===== config.mk =====
export PLATFORM = sky130hd
export DESIGN_NAME = flash_id_responder
export DESIGN_NICKNAME = d
export VERILOG_FILES = /design/src/rtl/idr_pkg.sv /design/src/rtl/idr_front.sv /design/src/rtl/idr_cmd_fsm.sv /design/src/rtl/idr_tx_shift.sv /design/src/rtl/flash_id_responder.sv
export SDC_FILE = /design/constraint.sdc
export NUM_CORES = 1
export LEC_CHECK = 0
export ABC_CLOCK_PERIOD_IN_PS = 2500
export BUFFER_PORTS_ARGS = -buffer_cell sky130_fd_sc_hd__buf_4
export CAP_MARGIN = 15
export CORE_MARGIN = 8
export CORE_UTILIZATION = 53
export CTS_CLUSTER_SIZE = 8
export DETAILED_ROUTE_END_ITERATION = 16
export PLACE_DENSITY = 0.75
export RECOVER_POWER = 100
export SLEW_MARGIN = 20
export SYNTH_ARGS = -nofsm -noshare
export SYNTH_HDL_FRONTEND = slang
export SYNTH_SLANG_ARGS = --single-unit

===== constraint.sdc =====
create_clock -name clk -period 2.5 [get_ports clk]
set_clock_uncertainty 0.05 [all_clocks]
set_input_delay 0.5 -clock clk [delete_from_list [all_inputs] [get_ports clk]]
set_output_delay 0.5 -clock clk [all_outputs]
set_load 0.05 [all_outputs]

===== src/rtl/idr_pkg.sv =====
package idr_pkg;
  typedef enum logic [2:0] {ST_IDLE, ST_OPC, ST_HDR, ST_DATA, ST_SKIP} idr_state_e;
  typedef enum logic [1:0] {ID_JEDEC, ID_SIG, ID_PAIR} idr_kind_e;

  localparam logic [7:0] OP_JEDEC = 8'h9F;
  localparam logic [7:0] OP_SIG   = 8'hAB;
  localparam logic [7:0] OP_PAIR  = 8'h90;
  localparam logic [7:0] OP_QUAD  = 8'hAF;

  // number of distinct bytes before a sequence repeats
  function automatic logic [1:0] id_len(input idr_kind_e k);
    case (k)
      ID_JEDEC: id_len = 2'd3;
      ID_SIG:   id_len = 2'd1;
      default:  id_len = 2'd2;
    endcase
  endfunction
endpackage


===== src/rtl/idr_front.sv =====
module idr_front #(
  parameter int unsigned SYNC_STAGES = 2
) (
  input  logic       clk,
  input  logic       rst_n,
  input  logic       sck_i,
  input  logic       cs_n_i,
  input  logic [3:0] sio_i,
  output logic       sck_rise,
  output logic       sck_fall,
  output logic       cs_hi,
  output logic [3:0] din
);
  localparam int unsigned W = 6;
  localparam logic [W-1:0] RST_VAL = 6'b010000;

  logic [SYNC_STAGES-1:0][W-1:0] stg;
  logic                          sck_prev;
  logic [W-1:0]                  last;

  always_ff @(posedge clk or negedge rst_n) begin
    if (!rst_n) begin
      stg      <= {SYNC_STAGES{RST_VAL}};
      sck_prev <= 1'b0;
    end else begin
      stg[0] <= {sck_i, cs_n_i, sio_i};
      for (int i = 1; i < SYNC_STAGES; i++) stg[i] <= stg[i-1];
      sck_prev <= stg[SYNC_STAGES-1][5];
    end
  end

  assign last     = stg[SYNC_STAGES-1];
  assign sck_rise = last[5] & ~sck_prev;
  assign sck_fall = ~last[5] & sck_prev;
  assign cs_hi    = last[4];
  assign din      = last[3:0];
endmodule


===== src/rtl/idr_cmd_fsm.sv =====
module idr_cmd_fsm
  import idr_pkg::*;
#(
  parameter int unsigned SIG_DUMMY_BYTES  = 3,
  parameter int unsigned PAIR_DUMMY_BYTES = 2
) (
  input  logic       clk,
  input  logic       rst_n,
  input  logic       sck_rise,
  input  logic       cs_hi,
  input  logic [3:0] din,
  input  logic       qpi_mode_i,
  input  logic       busy_i,
  output logic       data_phase,
  output idr_kind_e  kind,
  output logic       sel,
  output logic       qpi_q
);
  localparam int unsigned SIG_HDR  = 8 * SIG_DUMMY_BYTES;
  localparam int unsigned PAIR_HDR = 8 * (PAIR_DUMMY_BYTES + 1);
  localparam int unsigned MAX_HDR  = (SIG_HDR > PAIR_HDR) ? SIG_HDR : PAIR_HDR;
  localparam int unsigned CW       = $clog2(MAX_HDR + 9);

  idr_state_e    state, dec_state;
  idr_kind_e     dec_kind;
  logic [7:0]    sr, sr_nxt;
  logic [CW-1:0] cnt, cnt_nxt, step, hdr_len, dec_len;
  logic          opc_done;

  assign step     = qpi_q ? CW'(4) : CW'(1);
  assign sr_nxt   = qpi_q ? {sr[3:0], din} : {sr[6:0], din[0]};
  assign cnt_nxt  = cnt + step;
  assign opc_done = (state == ST_OPC) && sck_rise && (cnt_nxt == CW'(8));

  always_comb begin
    dec_state = ST_SKIP;
    dec_kind  = ID_JEDEC;
    dec_len   = '0;
    if (!busy_i) begin
      case (sr_nxt)
        OP_JEDEC: if (!qpi_q) dec_state = ST_DATA;
        OP_QUAD:  if (qpi_q)  dec_state = ST_DATA;
        OP_SIG: begin
          dec_state = ST_HDR;
          dec_kind  = ID_SIG;
          dec_len   = CW'(SIG_HDR);
        end
        OP_PAIR: if (!qpi_q) begin
          dec_state = ST_HDR;
          dec_kind  = ID_PAIR;
          dec_len   = CW'(PAIR_HDR);
        end
        default: ;
      endcase
      if (dec_state == ST_HDR && dec_len == '0) dec_state = ST_DATA;
    end
  end

  always_ff @(posedge clk or negedge rst_n) begin
    if (!rst_n) begin
      state   <= ST_IDLE;
      sr      <= '0;
      cnt     <= '0;
      hdr_len <= '0;
      kind    <= ID_JEDEC;
      sel     <= 1'b0;
      qpi_q   <= 1'b0;
    end else if (cs_hi) begin
      state <= ST_IDLE;
      cnt   <= '0;
    end else begin
      case (state)
        ST_IDLE: begin
          state <= ST_OPC;
          cnt   <= '0;
          sel   <= 1'b0;
          qpi_q <= qpi_mode_i;
        end
        ST_OPC: if (sck_rise) begin
          sr  <= sr_nxt;
          cnt <= cnt_nxt;
          if (opc_done) begin
            cnt     <= '0;
            state   <= dec_state;
            kind    <= dec_kind;
            hdr_len <= dec_len;
          end
        end
        ST_HDR: if (sck_rise) begin
          sr  <= sr_nxt;
          cnt <= cnt_nxt;
          if (cnt_nxt >= hdr_len) begin
            state <= ST_DATA;
            sel   <= sr_nxt[0];
          end
        end
        default: ;
      endcase
    end
  end

  assign data_phase = (state == ST_DATA);


  busy_blocks_chk: assert property (@(posedge clk) disable iff (!rst_n)
    (opc_done && busy_i && !cs_hi) |=> (state == ST_SKIP));

  cs_restart_chk: assert property (@(posedge clk) disable iff (!rst_n)
    cs_hi |=> (state == ST_IDLE));

  hdr_bound_chk: assert property (@(posedge clk) disable iff (!rst_n)
    (state == ST_HDR) |-> (cnt < hdr_len));
endmodule


===== src/rtl/idr_tx_shift.sv =====
module idr_tx_shift
  import idr_pkg::*;
#(
  parameter logic [7:0] MFR_ID   = 8'hC2,
  parameter logic [7:0] MEM_TYPE = 8'h20,
  parameter logic [7:0] DENSITY  = 8'h1A,
  parameter logic [7:0] SIG_ID   = 8'h19,
  parameter logic [7:0] DEV_ID   = 8'h19
) (
  input  logic       clk,
  input  logic       rst_n,
  input  logic       sck_fall,
  input  logic       cs_hi,
  input  logic       data_phase,
  input  idr_kind_e  kind,
  input  logic       sel,
  input  logic       qpi,
  output logic [3:0] sio_o,
  output logic [3:0] sio_oe_o
);
  logic [1:0] idx, len;
  logic [2:0] bitpos;
  logic [7:0] cur;
  logic [3:0] chunk, out_q;
  logic       drive_q, wrap;

  assign len = id_len(kind);

  always_comb begin
    case (kind)
      ID_JEDEC: case (idx)
        2'd0:    cur = MFR_ID;
        2'd1:    cur = MEM_TYPE;
        default: cur = DENSITY;
      endcase
      ID_SIG:   cur = SIG_ID;
      default:  cur = (idx[0] ^ sel) ? DEV_ID : MFR_ID;
    endcase
  end

  always_comb begin
    if (qpi) chunk = bitpos[2] ? cur[7:4] : cur[3:0];
    else     chunk = {2'b00, cur[bitpos], 1'b0};
  end

  assign wrap = qpi ? !bitpos[2] : (bitpos == 3'd0);

  always_ff @(posedge clk or negedge rst_n) begin
    if (!rst_n) begin
      idx     <= '0;
      bitpos  <= 3'd7;
      drive_q <= 1'b0;
      out_q   <= '0;
    end else if (cs_hi || !data_phase) begin
      idx     <= '0;
      bitpos  <= 3'd7;
      drive_q <= 1'b0;
    end else if (sck_fall) begin
      drive_q <= 1'b1;
      out_q   <= chunk;
      if (wrap) begin
        bitpos <= 3'd7;
        idx    <= (idx == len - 2'd1) ? 2'd0 : idx + 2'd1;
      end else begin
        bitpos <= qpi ? 3'd3 : bitpos - 3'd1;
      end
    end
  end

  assign sio_o    = out_q;
  assign sio_oe_o = drive_q ? (qpi ? 4'b1111 : 4'b0010) : 4'b0000;


  cs_release_chk: assert property (@(posedge clk) disable iff (!rst_n)
    cs_hi |=> (sio_oe_o == 4'b0000));

  hdr_quiet_chk: assert property (@(posedge clk) disable iff (!rst_n)
    !data_phase |=> (sio_oe_o == 4'b0000));

  fall_only_chk: assert property (@(posedge clk) disable iff (!rst_n)
    !$stable(out_q) |-> $past(sck_fall));

  idx_range_chk: assert property (@(posedge clk) disable iff (!rst_n)
    idx < len);
endmodule


===== src/rtl/flash_id_responder.sv =====
module flash_id_responder
  import idr_pkg::*;
#(
  parameter int unsigned SYNC_STAGES      = 2,
  parameter int unsigned SIG_DUMMY_BYTES  = 3,
  parameter int unsigned PAIR_DUMMY_BYTES = 2,
  parameter logic [7:0]  MFR_ID           = 8'hC2,
  parameter logic [7:0]  MEM_TYPE         = 8'h20,
  parameter logic [7:0]  DENSITY          = 8'h1A,
  parameter logic [7:0]  SIG_ID           = 8'h19,
  parameter logic [7:0]  DEV_ID           = 8'h19
) (
  input  logic       clk,
  input  logic       rst_n,
  input  logic       qpi_mode_i,
  input  logic       busy_i,
  input  logic       sck_i,
  input  logic       cs_n_i,
  input  logic [3:0] sio_i,
  output logic [3:0] sio_o,
  output logic [3:0] sio_oe_o
);
  logic       sck_rise, sck_fall, cs_hi, data_phase, sel, qpi_q;
  logic [3:0] din;
  idr_kind_e  kind;

  idr_front #(.SYNC_STAGES(SYNC_STAGES)) u_front (
    .clk(clk), .rst_n(rst_n), .sck_i(sck_i), .cs_n_i(cs_n_i), .sio_i(sio_i),
    .sck_rise(sck_rise), .sck_fall(sck_fall), .cs_hi(cs_hi), .din(din)
  );

  idr_cmd_fsm #(
    .SIG_DUMMY_BYTES(SIG_DUMMY_BYTES), .PAIR_DUMMY_BYTES(PAIR_DUMMY_BYTES)
  ) u_fsm (
    .clk(clk), .rst_n(rst_n), .sck_rise(sck_rise), .cs_hi(cs_hi), .din(din),
    .qpi_mode_i(qpi_mode_i), .busy_i(busy_i), .data_phase(data_phase),
    .kind(kind), .sel(sel), .qpi_q(qpi_q)
  );

  idr_tx_shift #(
    .MFR_ID(MFR_ID), .MEM_TYPE(MEM_TYPE), .DENSITY(DENSITY),
    .SIG_ID(SIG_ID), .DEV_ID(DEV_ID)
  ) u_tx (
    .clk(clk), .rst_n(rst_n), .sck_fall(sck_fall), .cs_hi(cs_hi),
    .data_phase(data_phase), .kind(kind), .sel(sel), .qpi(qpi_q),
    .sio_o(sio_o), .sio_oe_o(sio_oe_o)
  );


  mode_lines_chk: assert property (@(posedge clk) disable iff (!rst_n)
    (sio_oe_o != 4'b0000) |-> (sio_oe_o == (qpi_q ? 4'b1111 : 4'b0010)));
endmodule


==> flow_summary.json, run 1 <==
{
  "synth_top_area_frac": 0.419,
  "gr-total-overflow": 0,
  "clk_pin_slew_ps": 90,
  "final_max_slew_viol_count": 0,
  "drt_wl_total_um": 4620,
  "startpoint": "u_fsm.qpi_q",
  "drt_first_pass_iters": 4,
  "drc": 0,
  "rsz0062_at_grt": "true",
  "criticalPathCategory": "flip-flop to flip-flop",
  "p_per_area_mw_per_mm2": 556,
  "cts_hold_buffers": 0,
  "fmax_mhz": 402,
  "synth-edff-count": 0,
  "r2r_end": "u_fsm.state[2]",
  "die-width_um": 82.3,
  "top_usage_layer": "met2",
  "vias_per_cell": 5.87,
  "r2r-start": "u_fsm.qpi_q",
  "cp_slowest_stage_delay_ps": 440,
  "placed_cells": 299,
  "setup_violations": 0,
  "clock_sinks": 44,
  "grt_max_degree": 45,
  "grt_util_all_layers": 0.154,
  "ys.warnings.count": 0,
  "crit_path_end": "u_fsm.state[2]",
  "crit_required_ps": 2680,
  "clockBufferDepth": 2,
  "cp_data_arrival_time_ps": 2670,
  "p_total_mw": 1.49,
  "ant_nets": 0,
  "grt_pass1_wl_um": 8160,
  "fin_crit_ps": 2490,
  "async_flop_share": 1.00,
  "cp-start-kind": "flip-flop",
  "fin_cells": 307,
  "dp.final_hpwl_um": 3490,
  "crit_path_frequent_cell": "ha_4",
  "p_leak_nw": 1.16,
  "rows": 24,
  "synth.most_common_cell": "dfrtp_1",
  "htree_num_levels": 2,
  "grt_pass1_vias": 1798,
  "cp-end-kind": "flip-flop",
  "seq_area_frac_synth": 0.475,
  "vias": 1803,
  "cts_setup_buffers": 0,
  "ys_top_cells_by_count": "dfrtp_1, nand2_1, o21ai_0",
  "fp.dieArea_sq_mm": 0.00678,
  "hold_viol": 0,
  "worst_slew_pin_slew_ps": 1030,
  "syn_area_per_cell_sq_um": 10.1,
  "cp_top_family": "simple AND/OR/NAND/NOR gates",
  "synth_area_leaders": "dfrtp_1, dfstp_2, ha_1, o21ai_0, nand2_1",
  "max_slew_margin": 0.315,
  "io_buffer_count": 17,
  "synth.net_count": 250,
  "nNetsFinal": 273,
  "diodes": 0,
  "core_area_sq_mm": 0.00429,
  "dr.first_iter.drc_count": 63,
  "fill_cells": 367,
  "hold_class": "primary input to flip-flop",
  "regToRegSetupSlack_ps": 10,
  "synth_area_sq_mm": 0.00233,
  "cts_buffers": 5,
  "io-pin-count": 18,
  "holdWs_ps": 268,
  "grt_util_met2": 0.255,
  "outcome": "finished, final reports clean",
  "cap_violations": 0,
  "place_ws_ps": -57.6,
  "path_cells": "inv_4, ha_4, ha_4, xor2_1, or4_1, or4_4, or3b_1, a21oi_1",
  "r2r_cells": 8,
  "finalCritPeriodShare": 0.995,
  "cts_tree": "done",
  "fp.dieH_um": 82.3,
  "gp_congestion": 0.859,
  "critical-path-slowest-cell": "or4_4",
  "synth_area_leader_cell": "dfrtp_1",
  "start_util": 0.543,
  "synth_ff_type": "dfrtp_1",
  "drive_above_1_share": 0.208,
  "clkLatencyLatePin_ps": 300,
  "setup_slack_ps": 12.8,
  "antenna_found_initial": 0,
  "path_depth": 8,
  "grt_util_met3": 0.0303,
  "ir_drop_uv": 457,
  "path_buf_inv": 1,
  "use_met1": 0.194,
  "wire_per_inst_um": 15.0,
  "synthCells": 231,
  "ys_ff_latch": 44,
  "cts_root_buf": "clkbuf_8",
  "syn_to_final_growth_pct": 14.8,
  "yosysUniqueCellTypes": 54,
  "cp_max_fo": 3,
  "hold_depth": 1
}
-- per-stage QoR --
| stage | setup TNS [ps] | util | area, sq um |
|---|---|---|---|
| after CTS | 0 | 0.631 | 2710 |
| after global routing | -371 | 0.623 | 2680 |
| after floorplan | -105 | - | 2390 |
| after detailed placement | -149 | 0.605 | 2600 |
| final | 0 | 0.623 | 2680 |
| after global placement | 0 | 0.605 | 2600 |
-- cells in the final DEF, fill, tap and decap left out, types with 2 or more instances in the layout --
cell type / n
nand3_1: 9
a21oi_1: 7
or3b_2: 3
nand2b_1: 7
nand2_1: 22
and2_1: 2
mux2_2: 4
o21a_1: 2
o21ai_0: 19
o41ai_1: 4
clkbuf_1: 7
clkbuf_8: 6
mux2i_1: 7
nor2_1: 11
and2b_1: 2
nor3_1: 6
o22ai_1: 3
inv_1: 13
ha_4: 3
clkinvlp_4: 2
dfstp_2: 5
a21boi_0: 2
xnor2_1: 3
clkbuf_2: 3
clkbuf_4: 6
nor4_1: 2
a22o_1: 7
buf_4: 10
xor2_1: 2
dfrtp_1: 38
a32oi_1: 2
ha_1: 6
-- per-layer routing --
| layer | share of wire | wire length (um) | up-vias |
|---|---|---|---|
| met2 | 0.48 | 2230 | 41 |
| met3 | 0.043 | 199 | 11 |
| met1 | 0.45 | 2100 | 866 |
| li1 | - | - | 885 |
| met4 | 0.020 | 91 | 0 |
| met5 | 0 | 0 | - |
-- state kept, by name, summed over array words and instances, names as in the netlist --
name and count:
u_tx.drive_q 1, u_tx.bitpos 3, u_front.stg 6, u_fsm.kind 2
u_front.last 6, u_tx.sio_o 4, u_fsm.sel 1, u_fsm.qpi_q 1
u_fsm.state 3, u_fsm.hdr_len 1, u_fsm.cnt 6, u_front.sck_prev 1
u_fsm.sr 7, u_tx.idx 2
-- area by class of cell --
class | instances | area, sq um | area share
repair buffers | 26 | 161 | 0.0603
flip-flops and latches | 44 | 1110 | 0.414
multi-input cells | 163 | 1190 | 0.444
clock inverters | 2 | 15.0 | 0.00561
inverters | 14 | 55.1 | 0.0206
well taps | 52 | 65.1 | 0.0243
clock buffers | 6 | 82.6 | 0.0309
-- how the worst min path moves through the flow --
stage	startpoint	endpoint	slack, ps
finish	cs_n_i	u_front.stg[4]	270
global route	cs_n_i	u_front.stg[4]	260
floorplan	rst_n	u_front.last[0]	150
detailed placement	u_front.stg[2]	u_front.last[2]	290
global placement	u_front.stg[2]	u_front.last[2]	280
CTS	rst_n	u_tx.sio_o[2]	150
-- timing repair --
action | CTS | global route
cloned | 0 | 0
endpoints found under the setup margin | 5 | 8
resized for setup | 2 | 0
pin swaps | 1 | 0
-- where the power goes --
part | internal, mW | total (mW) | switching (mW) | leakage [nW]
combinational | 0.0963 | 0.205 | 0.109 | 0.558
clock | 0.224 | 0.460 | 0.236 | 0.0434
sequential | 0.761 | 0.821 | 0.0603 | 0.555
-- kinds of logic (layout without fill, tap and decap cells) --
| kind of cell | Yosys count | in the layout | share of synthesized area |
|---|---|---|---|
| AOI/OAI and AO/OA | 61 | 61 | 0.182 |
| xor gates and xnor gates | 6 | 6 | 0.0225 |
| and+or+nand+nor | 76 | 76 | 0.179 |
| DFF | 44 | 44 | 0.475 |
| adders and majority gates | 9 | 9 | 0.0483 |
| buffers and inverters | 24 | 48 | 0.0440 |
| muxes | 11 | 11 | 0.0494 |
No activity file was read; power rests on OpenSTA's default activity.
==> run 2: changes to the inputs <==
Settings changed: CORE_UTILIZATION 53 to 54, SYNTH_HIERARCHICAL set to 1.
==> run 2 against run 1 <==
Effect of this change:
- sequential cell count unchanged
- die area up 7.1%
- sequential share of layout area down 3.1 points
- design area up 8.2%
- maximum frequency up 1.6%
- register-to-register slack better by 40 ps
- largest cell class unchanged
- clock power up 22%
- setup slack better by 40 ps
- global-route usage down 1.4 points
- utilization down 0.20 points
==> flow_summary.json, run 2 <==
{
  "gr-total-overflow": 0,
  "htree_num_levels": 2,
  "synth-edff-count": 0,
  "vias": 1858,
  "setup_slack_ps": 52.8,
  "top_register": "u_fsm/sr",
  "placed_cells": 310,
  "fin_cells": 320,
  "final_cell_mix": "dfrtp_1, nand2_1, nor2_1, o21ai_0, inv_1",
  "fmax_mhz": 409,
  "fin_crit_ps": 2450,
  "place_ws_ps": -122,
  "gp_congestion": 0.806,
  "ys_ff_latch": 44,
  "cts_tree": "done",
  "post-route-util": 0.621,
  "dp.final_hpwl_um": 3560,
  "ys.warnings.count": 6,
  "clkLatencyLatePin_ps": 300,
  "cap_violations": 0,
  "clockBufferDepth": 2,
  "fp.dieH_um": 85.2,
  "cp_slowest_stage_delay_ps": 470,
  "synth_area_sq_mm": 0.00259,
  "ant_nets": 0,
  "clock_power_share": 0.321,
  "fp.dieArea_sq_mm": 0.00726,
  "hold_class": "primary input to flip-flop",
  "drt_wl_total_um": 4880,
  "start_util": 0.555,
  "grt_pass1_wl_um": 8310,
  "syn_to_final_growth_pct": 11.9,
  "ys_top_cells_by_count": "dfrtp_1, nand2_1, nor2_1, o21ai_0, inv_1",
  "final_max_slew_viol_count": 0,
  "criticalPathCategory": "flip-flop to flip-flop",
  "cts_root_buf": "clkbuf_8",
  "synth_ff_type": "dfrtp_1",
  "io-pin-count": 18,
  "clk_pin_slew_ps": 90,
  "layout_commonest_cell": "dfrtp_1",
  "path_cells": "inv_4, ha_4, ha_4, a21oi_2, or3_4, nand2_4, ha_4, nand2b_1, o41ai_2, nor4b_2, a311o_1, o21ai_1",
  "switchingPower_mw": 0.500,
  "dr.first_iter.drc_count": 94,
  "synthCells": 250,
  "grt_pass1_vias": 1786,
  "cts_buffers": 5,
  "synth.net_count": 271,
  "clock_sinks": 44,
  "crit_path_frequent_cell": "ha_4",
  "grt_max_degree": 45,
  "die-width_um": 85.2,
  "cts_hold_buffers": 0,
  "synth_area_leader_cell": "dfrtp_1",
  "core_area_sq_mm": 0.00466,
  "finalCritPeriodShare": 0.979,
  "crit_required_ps": 2640,
  "hold_viol": 0,
  "antenna_found_initial": 0,
  "ir_drop_uv": 461,
  "drive_above_1_share": 0.241,
  "synth_top_area_frac": 0.377,
  "setup_violations": 0,
  "wire_per_inst_um": 15.3,
  "drc": 0,
  "async_flop_share": 1.00,
  "worst_slew_pin_slew_ps": 1070,
  "synth.most_common_cell": "dfrtp_1",
  "cp_data_arrival_time_ps": 2580,
  "path_buf_inv": 1,
  "syn_area_per_cell_sq_um": 10.3,
  "regToRegSetupSlack_ps": 50,
  "max_slew_margin": 0.285,
  "cp-start-kind": "flip-flop",
  "diodes": 0,
  "rows": 25,
  "critical-path-slowest-cell": "dfrtp_2",
  "outcome": "finished, final reports clean",
  "drt_first_pass_iters": 4,
  "intPower_mw": 1.25,
  "sw_frac_of_total": 0.286,
  "p_leak_nw": 1.25,
  "sequentialPowerShare": 0.490,
  "p_comb_frac": 0.189,
  "p_per_area_mw_per_mm2": 603,
  "cp_max_fo": 4,
  "cp_top_family": "simple AND/OR/NAND/NOR gates",
  "grt_util_all_layers": 0.140,
  "cp-end-kind": "flip-flop",
  "io_buffer_count": 17,
  "rsz0062_at_grt": "true",
  "p_total_mw": 1.75,
  "largest_reg_flops": 7,
  "yosysUniqueCellTypes": 68,
  "nNetsFinal": 286,
  "seq_area_frac_synth": 0.428,
  "vias_per_cell": 5.81,
  "synth_area_leaders": "dfrtp_1, ha_1, dfstp_2, nand2_1, o21ai_0"
}
run 2: changes by cell type in the layout (fill, tap and decap cells not counted), moves of 4 or more:
| cell | before | now |
|---|---|---|
| o21ai_0 | 19 | 14 |
| mux2i_1 | 7 | 3 |
| nand3_1 | 9 | 5 |
| nor2b_1 | 1 | 6 |
| o31ai_1 | 0 | 4 |
| nand3b_1 | 0 | 4 |
run 2: kinds of logic after synthesis:
| logic type | share of synthesized area |
|---|---|
| xor+xnor | 0.0135 |
| mux | 0.0566 |
| flops | 0.428 |
| compound gates | 0.169 |
| buf+inv | 0.0576 |
| simple gates | 0.218 |
| fa+ha+maj | 0.0571 |
run 2: layout make-up:
class	count	area, sq um
multi-input cells	179	1410
fillers	388	1770
clock buffers	5	68.8
well taps	54	67.6
inverters	12	47.5
flip-flops and latches	44	1110
repair buffers	23	148
clock inverters	3	47.5
run 2: stage by stage:
step / hold slack [ps] / cell area, sq um / TNS, ps
finish: 251 / 2890 / 0
global route: 247 / 2890 / -63.2
CTS: 150 / 2900 / 0
detailed placement: 286 / 2770 / -186
global placement: 282 / 2770 / -59.6
floorplan: 154 / 2660 / -292
run 2: final timing paths:
kind | start | to | depth (start not counted)
worst max-delay path | u_fsm/qpi_q | u_fsm/state[0] | 12
worst min-delay path | cs_n_i | u_front/stg[4] | 1
worst max register to register | u_fsm/qpi_q | u_fsm/state[0] | 12
worst min register to register | u_front/stg[5] | u_front/last[5] | 0
max in group asynchronous | rst_n | u_fsm/qpi_q | 1
min in group asynchronous | rst_n | u_tx/sio_o[2] | 1
run 2: what timing repair did:
| action | CTS | global route |
|---|---|---|
| gates resized for setup | 1 | 3 |
| endpoints found under the setup margin | 2 | 2 |
| pin swaps | 2 | 2 |
| setup buffers | 1 | 1 |
run 2: power groups by stage:
stage	Sequential (mW)	Combinational, mW	Clock (mW)
global route	0.865	0.368	0.601
floorplan	0.842	0.281	0
finish	0.855	0.330	0.561
CTS	0.851	0.329	0.582
global placement	0.864	0.324	0
detailed placement	0.865	0.327	0
run 2: metal layers:
layer	up-vias	wire length (um)	global-route usage
li1	932	-	-
met1	901	2410	0.183
met2	21	2280	0.226
met3	4	158	0.0309
met4	0	33	0.0372
met5	-	0	0
==> run 3: changes to the inputs <==
Settings changed: CORE_UTILIZATION 54 to 45, CTS_CLUSTER_SIZE 8 to unset, GPL_TIMING_DRIVEN set to 0, PLACE_DENSITY 0.75 to unset.
==> run 3 against run 2 <==
Effect of this change:
- the run now ends with setup timing left
- via count is 2.3% higher
- register-to-register slack worse by 100 ps
- clock power grew 1%
- critical path depth decreased by 1
- first-iteration DRC count down 21%
- die area increased by 16%
- total power grew 2.8%
- maximum frequency is 4.1% lower
- utilization is 6.2 points lower
- highest routed layer unchanged
==> flow_summary.json, run 3 (same netlist as run 2, synthesis figures left out) <==
{
  "outcome": "complete, but fails checks",
  "violations": "setup timing",
  "clock_sinks": 44,
  "htree_num_levels": 2,
  "die-width_um": 91.8,
  "drive_above_1_share": 0.291,
  "grt_pass1_vias": 1866,
  "setup_slack_ps": -51.5,
  "clockBufferDepth": 2,
  "gr-total-overflow": 0,
  "crit_required_ps": 2640,
  "cts_buffers": 5,
  "cp_max_fo": 5,
  "vias_per_cell": 5.32,
  "r2r-start": "u_fsm/qpi_q",
  "cts_tree": "done",
  "place_ws_ps": -494,
  "fp.dieH_um": 91.8,
  "cts_root_buf": "clkbuf_8",
  "holdWs_ps": 254,
  "start_util": 0.467,
  "final_max_slew_viol_count": 0,
  "rows": 27,
  "r2r_cells": 11,
  "syn_to_final_growth_pct": 19.8,
  "drc": 0,
  "p_leak_nw": 1.35,
  "layout_commonest_cell": "dfrtp_1",
  "gp_congestion": 0.797,
  "antenna_found_initial": 0,
  "max_slew_margin": 0.288,
  "ir_drop_uv": 351,
  "finalCritPeriodShare": 1.02,
  "fin_tns_setup_ps": -82.2,
  "fmax_mhz": 392,
  "dp.final_hpwl_um": 3730,
  "core_area_sq_mm": 0.00554,
  "r2r_end": "u_fsm/state[0]",
  "cp-end-kind": "flip-flop",
  "setup_violations": 2,
  "p_total_mw": 1.79,
  "final_cell_mix": "dfrtp_1, buf_4, nand2_1",
  "cp_data_arrival_time_ps": 2690,
  "grt_pass1_wl_um": 8980,
  "diodes": 0,
  "cap_violations": 0,
  "criticalPathCategory": "flip-flop to flip-flop",
  "wire_per_inst_um": 14.7,
  "dr.first_iter.drc_count": 74,
  "clk_pin_slew_ps": 90,
  "post-route-util": 0.559,
  "p_per_area_mw_per_mm2": 579,
  "regToRegSetupSlack_ps": -50,
  "startpoint": "u_fsm/qpi_q",
  "clkLatencyLatePin_ps": 300,
  "crit_path_end": "u_fsm/state[0]",
  "fp.dieArea_sq_mm": 0.00843,
  "drt_wl_total_um": 5240,
  "grt_util_all_layers": 0.129,
  "nNetsFinal": 305,
  "largest_reg_flops": 7,
  "io-pin-count": 18,
  "grt_max_degree": 45,
  "vias": 1900,
  "ant_nets": 0,
  "top_register": "u_fsm/sr",
  "hold_viol": 0,
  "worst_slew_pin_slew_ps": 1070,
  "rsz0062_at_grt": "true",
  "fin_crit_ps": 2550,
  "hold_class": "primary input to flip-flop",
  "cp-start-kind": "flip-flop",
  "drt_first_pass_iters": 4,
  "io_buffer_count": 17
}
[run 3: cell types whose count changed in the layout (fill, tap and decap cells not counted), sizes merged]
cell	before	now
buf	10	25
clkbuf	18	22
[run 3: how the worst min path moves through the flow]
stage                   startpoint              end  slack [ps]  cells after the start
finish                      cs_n_i   u_front/stg[4]         250                      1
global route                cs_n_i   u_front/stg[4]         230                      1
CTS                          rst_n    u_tx/sio_o[3]         150                      1
detailed placement  u_front/stg[5]  u_front/last[5]         280                      0
global placement    u_front/stg[1]  u_front/last[1]         280                      0
floorplan                    rst_n  u_front/last[0]         150                      0
[run 3: cell type report]
| cell class | count | area [sq um] |
|---|---|---|
| plain buffers | 14 | 103 |
| clock buffers | 5 | 68.8 |
| clock inverters | 3 | 47.5 |
| fillers | 504 | 2440 |
| inverters | 12 | 50.0 |
| multi-input cells | 179 | 1440 |
| flip-flops and latches | 44 | 1110 |
| well taps | 72 | 90.1 |
| repair buffers | 28 | 193 |
[run 3: worst max-delay path: stages, from the launching register on]
cell      delay, ps
dfrtp_2         450
buf_6           140
ha_4            310
a21oi_4          80
or3_4           350
nand2_4          80
ha_4            190
nand2b_1         80
o41ai_2          70
nor4b_2         360
a311o_1         230
o21ai_1          60
[run 3: repair_timing]
action,CTS,global route
gates resized for setup,11,1
setup endpoints to repair,5,2
setup buffers,8,3
hold buffers,0,0
pin swaps,6,4
[run 3: per-stage QoR]
step                area [sq um]  instances
floorplan                   2660        250
finish                      3100        357
global route                3100        357
detailed placement          2870        339
CTS                         3100        354
global placement            2870        339
[run 3: where the power goes]
group	switching [mW]	leakage, nW	internal [mW]	total (mW)
Combinational	0.182	0.734	0.193	0.375
Sequential	0.0735	0.556	0.778	0.851
Clock	0.266	0.0583	0.301	0.568
[run 3: layer usage]
metal	up-vias	global-route usage	part of all wire
met5	-	0	0
met4	0	0.0443	0.012
met3	7	0.0326	0.044
met2	30	0.198	0.45
met1	901	0.173	0.49
li1	962	-	-
